**config.mk**
```make
export PLATFORM = sky130hd
export DESIGN_NAME = exc_entry_ctrl
export DESIGN_NICKNAME = d
export VERILOG_FILES = /design/src/rtl/exc_pkg.sv /design/src/rtl/exc_req_stage.sv /design/src/rtl/exc_ret_sel.sv /design/src/rtl/exc_vec_gen.sv /design/src/rtl/exc_entry_ctrl.sv
export SDC_FILE = /design/constraint.sdc
export NUM_CORES = 1
export LEC_CHECK = 0
export ABC_AREA = 1
export ABC_CLOCK_PERIOD_IN_PS = 5900
export CAP_MARGIN = 20
export CORE_MARGIN = 2
export CORE_UTILIZATION = 50
export DETAILED_ROUTE_END_ITERATION = 7
export DONT_BUFFER_PORTS = 1
export GPL_TIMING_DRIVEN = 0
export SLEW_MARGIN = 20
export SYNTH_ARGS = -nofsm -noshare
export SYNTH_HDL_FRONTEND = slang
export SYNTH_SLANG_ARGS = --single-unit
export TNS_END_PERCENT = 100
```
**constraint.sdc**
```tcl
create_clock -name clk -period 5.9 [get_ports clk]
set_input_delay 0.295 -clock clk [delete_from_list [all_inputs] [get_ports clk]]
set_output_delay 0.295 -clock clk [all_outputs]
set_load 0.01 [all_outputs]
```
**src/rtl/exc_pkg.sv**
```systemverilog
package exc_pkg;
  localparam int XLEN  = 32;
  localparam int SR_MD = 30;
  localparam int SR_RB = 29;
  localparam int SR_BL = 28;
  localparam int SR_IM_LSB = 4;
  localparam int SR_IM_W   = 4;

  typedef enum logic {CLS_REEXEC = 1'b0, CLS_DONE = 1'b1} exc_cls_e;

  typedef struct packed {
    logic            is_int;
    exc_cls_e        cls;
    logic [XLEN-1:0] pc;
    logic            in_ds;
    logic [XLEN-1:0] br_pc;
    logic            cbr;
    logic            ctaken;
    logic [XLEN-1:0] tgt;
  } exc_req_t;

  localparam logic [XLEN-1:0] SR_MODE_BITS =
    (XLEN'(1) << SR_MD) | (XLEN'(1) << SR_RB) | (XLEN'(1) << SR_BL);
  localparam logic [XLEN-1:0] SR_RESET =
    SR_MODE_BITS | (XLEN'((1 << SR_IM_W) - 1) << SR_IM_LSB);
endpackage

```
**src/rtl/exc_req_stage.sv**
```systemverilog
module exc_req_stage
  import exc_pkg::*;
(
  input  logic     clk,
  input  logic     rst,
  input  logic     in_valid,
  input  exc_req_t in_req,
  output logic     out_valid,
  output exc_req_t out_req
);
  always_ff @(posedge clk) begin
    if (rst) begin
      out_valid <= 1'b0;
      out_req   <= '0;
    end else begin
      out_valid <= in_valid;
      if (in_valid) out_req <= in_req;
    end
  end
endmodule

```
**src/rtl/exc_ret_sel.sv**
```systemverilog
module exc_ret_sel
  import exc_pkg::*;
#(
  parameter int INSN_BYTES = 2
) (
  input  exc_req_t        req,
  output logic [XLEN-1:0] ret_pc
);
  localparam logic [XLEN-1:0] STEP = XLEN'(INSN_BYTES);

  logic completes;
  assign completes = req.is_int || (req.cls == CLS_DONE);

  always_comb begin
    if (req.cbr && !req.ctaken)
      ret_pc = req.pc + STEP;          // slot after an untaken branch
    else if (completes)
      ret_pc = (req.cbr && req.ctaken) ? req.tgt : req.pc + STEP;
    else
      ret_pc = req.in_ds ? req.br_pc : req.pc;
  end
endmodule

```
**src/rtl/exc_vec_gen.sv**
```systemverilog
module exc_vec_gen
  import exc_pkg::*;
#(
  parameter logic [XLEN-1:0] OFF_GEN = 32'h0000_0100,
  parameter logic [XLEN-1:0] OFF_INT = 32'h0000_0600
) (
  input  logic [XLEN-1:0] vbr_q,
  input  logic [XLEN-1:0] sr_q,
  input  logic            is_int,
  output logic [XLEN-1:0] handler_pc,
  output logic [XLEN-1:0] entry_sr
);
  assign handler_pc = vbr_q + (is_int ? OFF_INT : OFF_GEN);
  assign entry_sr   = sr_q | SR_MODE_BITS;
endmodule

```
**src/rtl/exc_entry_ctrl.sv**
```systemverilog
module exc_entry_ctrl
  import exc_pkg::*;
#(
  parameter int               INSN_BYTES = 2,
  parameter logic [XLEN-1:0]  RESET_PC   = 32'hA000_0000,
  parameter logic [XLEN-1:0]  OFF_GEN    = 32'h0000_0100,
  parameter logic [XLEN-1:0]  OFF_INT    = 32'h0000_0600
) (
  input  logic            clk,
  input  logic            rst,
  input  logic            exc_valid,
  input  logic            exc_is_int,
  input  logic            exc_completed,
  input  logic [XLEN-1:0] exc_pc,
  input  logic            exc_in_dslot,
  input  logic [XLEN-1:0] exc_branch_pc,
  input  logic            exc_cond_branch,
  input  logic            exc_cond_taken,
  input  logic [XLEN-1:0] exc_branch_target,
  input  logic            rte_strobe,
  input  logic            sr_load,
  input  logic [XLEN-1:0] sr_load_data,
  input  logic            vbr_load,
  input  logic [XLEN-1:0] vbr_load_data,
  output logic            pc_load,
  output logic [XLEN-1:0] pc_next,
  output logic [XLEN-1:0] sr,
  output logic [XLEN-1:0] ssr,
  output logic [XLEN-1:0] spc,
  output logic [XLEN-1:0] vbr,
  output logic            multi_exc_reset
);
  exc_req_t        req_in, pend;
  logic            pend_v;
  logic [XLEN-1:0] ret_pc, handler_pc, entry_sr;

  always_comb begin
    req_in.is_int = exc_is_int;
    req_in.cls    = exc_completed ? CLS_DONE : CLS_REEXEC;
    req_in.pc     = exc_pc;
    req_in.in_ds  = exc_in_dslot;
    req_in.br_pc  = exc_branch_pc;
    req_in.cbr    = exc_cond_branch;
    req_in.ctaken = exc_cond_taken;
    req_in.tgt    = exc_branch_target;
  end

  exc_req_stage u_stage (
    .clk(clk), .rst(rst), .in_valid(exc_valid), .in_req(req_in),
    .out_valid(pend_v), .out_req(pend)
  );

  exc_ret_sel #(.INSN_BYTES(INSN_BYTES)) u_ret (
    .req(pend), .ret_pc(ret_pc)
  );

  exc_vec_gen #(.OFF_GEN(OFF_GEN), .OFF_INT(OFF_INT)) u_vec (
    .vbr_q(vbr), .sr_q(sr), .is_int(pend.is_int),
    .handler_pc(handler_pc), .entry_sr(entry_sr)
  );

  logic nested;
  assign nested = pend_v && sr[SR_BL];

  always_ff @(posedge clk) begin
    if (rst) begin
      sr <= SR_RESET; vbr <= '0; pc_next <= RESET_PC;
      spc <= '0; ssr <= '0; pc_load <= 1'b0; multi_exc_reset <= 1'b0;
    end else begin
      pc_load         <= 1'b0;
      multi_exc_reset <= 1'b0;
      if (nested) begin
        sr <= SR_RESET; vbr <= '0; pc_next <= RESET_PC;
        pc_load <= 1'b1; multi_exc_reset <= 1'b1;
      end else if (pend_v) begin
        spc <= ret_pc; ssr <= sr; sr <= entry_sr;
        pc_next <= handler_pc; pc_load <= 1'b1;
      end else if (rte_strobe) begin
        pc_next <= spc; sr <= ssr; pc_load <= 1'b1;
      end else begin
        if (sr_load)  sr  <= sr_load_data;
        if (vbr_load) vbr <= vbr_load_data;
      end
    end
  end

  AST_RESET_STATE: assert property (@(posedge clk)
    $fell(rst) |-> (sr == SR_RESET && vbr == '0 && pc_next == RESET_PC));
  AST_NESTED_TO_RESET: assert property (@(posedge clk) disable iff (rst)
    (pend_v && sr[SR_BL]) |=> (multi_exc_reset && pc_next == RESET_PC && sr == SR_RESET
                               && $stable(spc) && $stable(ssr)));
  AST_SSR_SNAPSHOT: assert property (@(posedge clk) disable iff (rst)
    (pend_v && !sr[SR_BL]) |=> (ssr == $past(sr) && pc_load && !multi_exc_reset));
  AST_ENTRY_MODE: assert property (@(posedge clk) disable iff (rst)
    (pend_v && !sr[SR_BL]) |=> (sr == ($past(sr) | SR_MODE_BITS)));
  AST_RTE_RESTORE: assert property (@(posedge clk) disable iff (rst)
    (rte_strobe && !pend_v) |=> (pc_next == $past(spc) && sr == $past(ssr) && pc_load));
endmodule

```
==> summary.md <==
| Metric | Value |
|---|---|
| Status | `completed` |
| Synth cell types | `42` |
| Post-CTS Setup Bufs | `0` |
| Top cell type's share of synthesized area | `0.422` |
| H-Tree Depth | `1` |
| Unrepaired setup endpoints after global routing | `false` |
| Met1 wire length | `19900 microns` |
| Yosys warning count | `0` |
| First-pass GRT wire length | `74600 microns` |
| GRT overflow | `0` |
| Clk pin slew, worst setup/hold paths | `60 ps` |
| EDFF count, synth | `0` |
| Commonest cells post-synth | `nor2_1, nand2_1, dfxtp_1, o21ai_0, a21oi_1` |
| Final Routed Wirelength | `49400 microns` |
| Hold slack | `31.4 ps` |
| Avg Inst Size Synth | `6.87 sq um` |
| Endpoints failing hold | `0` |
| Final Cycle Share | `0.435` |
| Residual DRC count | `0` |
| Cell Area, Placed | `0.0129 sq mm` |
| Pleak | `6.43 nW` |
| Die X-Extent | `162 microns` |
| Highest Clock Rate | `0.390 GHz` |
| Critical path's largest stage delay | `520 ps` |
| Post-synth top area cell | `dfxtp_1` |
| # clock sinks | `264` |
| Max layer used | `met4` |
| Hold/Removal Path Class | `in -> reg` |
| Seq. cell area | `0.00529 sq mm` |
| Switching power | `1.28 mW` |
| Largest net degree at the start of global routing | `16` |
| Filler cell count in the final layout | `2198` |
| Syn Nets | `1999` |
| Initial antenna violation count | `2` |
| DR iter-0 viols | `1147` |
| Placement row count | `57` |
| Final Non-Filler Cells | `2368` |
| Final instance area | `0.0156 sq mm` |
| Multi-input logic area | `0.00636 sq mm` |
| Synthesized area | `0.0125 sq mm` |
| Drt wl/cell | `20.9 microns` |
| Worst slack, placed | `3450 ps` |
| DR vias | `13400` |
| Delay-heaviest family, CP | `simple AND/OR/NAND/NOR gates` |
| NumNets Final | `2196` |
| Setup CP Type | `reg -> reg` |
| Die height | `162 microns` |
| Layout cells sized above 1 | `0.0774` |
| GP Congestion | `0.939` |
| Inserted Clock Buffers | `28` |
| Max VDD drop | `0.000271 V` |
| Pwr Density | `292 mW/mm^2` |
| Sequential Power Share | `0.444` |
| Gr usage total | `0.362` |
| Critical Path, Cell by Cell | `inv_1 > ha_1 > fa_1 > nand2_1 > nand2_1 > nand3_1 > inv_1 > and2_1 > nand2_1 > xor2_1 > a21oi_1 > nor2_1` |
| Critical Path AT | `3070 ps` |
| Initial core utilization | `0.512` |
| Register area share after synthesis | `0.422` |
| Setup ws final | `3330 ps` |
| Clk buf depth | `3` |
| Critical Path Sink Type | `register` |
| DR pass1 iterations | `6` |
| Syn-to-layout area delta | `24.9%` |
| Most common cell in the netlist | `nor2_1` |
| Pins Over Slew Limit | `0` |
| WP data required | `6400 ps` |
| I/O pins | `333` |
| Startpoint class of the critical path | `register` |
| Met3 routed WL | `3950 microns` |
| Ranking of synthesized cells by area | `dfxtp_1, nor2_1, nand2_1, o21ai_0, a21oi_1` |
| Setup_tns | `0 ps` |
| Hpwl dp | `37100 microns` |
| Final min period | `2570 ps` |
| Met2 wire length | `23800 microns` |
| Yosys reg bits | `264` |
| Asr flop ratio synth | `0` |
| Core area | `0.0245 sq mm` |
| Final setup vio count | `0` |
| Cell count after placement | `2147` |
| Relative slew slack | `0.488` |
| CP max stage cell | `dfxtp_1` |
| Logic gate share of total power | `0.125` |
| Power Internal | `3.29 mW` |
| CP Max Fanout | `5` |
| Worst skew pair latency | `570 ps` |
| Port bufs | `0` |
| CTS tree | `done` |
| Clk pwr share | `0.431` |
| Main synth FF type | `dfxtp_1` |
| CP bufs+invs | `2` |
| Skew final | `14.2 ps` |
| Die ar. | `0.0263 sq mm` |
| DR vias/cell | `5.66` |
| CP most frequent cell | `nand2_1` |
| Antenna-violating nets left | `0` |
| Sw Ratio | `0.279` |
| CTS root buf | `clkbuf_16` |
| Slew @ Worst Pin | `765 ps` |
| Vias in the first global route | `13000` |
| Gate Count Post-Synth | `1823` |
| Max Cap Viol | `0` |
per-layer routing:
layer,vias to the layer above,GRT usage
met2,600,0.637
met4,0,0.129
met3,92,0.0684
li1,6407,-
met5,-,0
met1,6312,0.442
placed cells by master (no fill, tap or decap), drive strengths merged, types with 2 or more instances in the layout:
master       Yosys  final
a211oi           3      3
a21oi          130    130
a22o             2      2
a31o             2      2
a31oi           31     31
buf             43     43
bufinv           0      5
clkbuf          70    108
clkinv           0      7
dfxtp          264    264
diode            0      3
dlygate4sd3      0    167
ha               4      4
inv             97     97
nand2          360    360
nand3           95     95
nand3b           3      3
nand4           11     11
nor2           377    377
nor3            40     40
o211ai           3      3
o21ai          263    263
o311ai           3      3
o31ai            8      8
xnor2            3      3
xor2             6      6
per-stage QoR:
stage                util  total power [mW]
finish              0.640              4.57
CTS                 0.639              4.55
detailed placement  0.529              2.52
global route        0.640              4.70
floorplan               -              2.34
global placement    0.529              2.52
final cells by class:
cell class              instances  share of cell area
clock buffers                  38              0.0523
repair buffers                167               0.107
inverters                      97              0.0233
multi-input cells            1348               0.406
plain buffers                 114              0.0331
clock inverters                13              0.0139
diodes                          3            0.000480
flip-flops and latches        264               0.338
well taps                     324              0.0259
worst min-delay path, stage by stage:
cell,delay (ps)
inv_2,60
nor2_1,80
o311ai_0,100
path summary, 6_finish.rpt:
kind	start	endpoint	slack [ps]	depth (start not counted)
min reg2reg	u_stage.out_req[30]	u_stage.out_req[30]	500	2
max	u_stage.out_req[100]	pc_next[20]	3330	12
min	rte_strobe	sr[29]	30	3
max reg2reg	u_stage.out_req[100]	pc_next[20]	3330	12
cells by family after synthesis:
group,share of synthesized area
and+or+nand+nor,0.304
AOI/OAI and AO/OA,0.191
DFF,0.422
buffers and inverters,0.0704
xor gates and xnor gates,0.00629
adders and majority gates,0.00559
power groups by stage:
| stage | Clock, mW | Sequential [mW] | Combinational [mW] |
|---|---|---|---|
| after CTS | 1.97 | 2.02 | 0.555 |
| after global routing | 2.04 | 2.03 | 0.629 |
| after floorplan | 0 | 2.01 | 0.329 |
| after detailed placement | 0 | 2.06 | 0.460 |
| final | 1.97 | 2.03 | 0.572 |
| after global placement | 0 | 2.06 | 0.455 |
registers in the layout (all words and copies together) (netlist names):
register	cells
pc_next	32
u_stage.out_valid	1
u_stage.out_req	101
sr	32
multi_exc_reset	1
spc	32
pc_load	1
ssr	32
vbr	32
what timing repair did:
item / 4_1_cts / 5_1_grt
hold buffers: 167 / 0
gates resized for setup: 0 / 0
hold endpoints to repair: 169 / 0
Note: power is estimated with default switching activity, not from simulation.
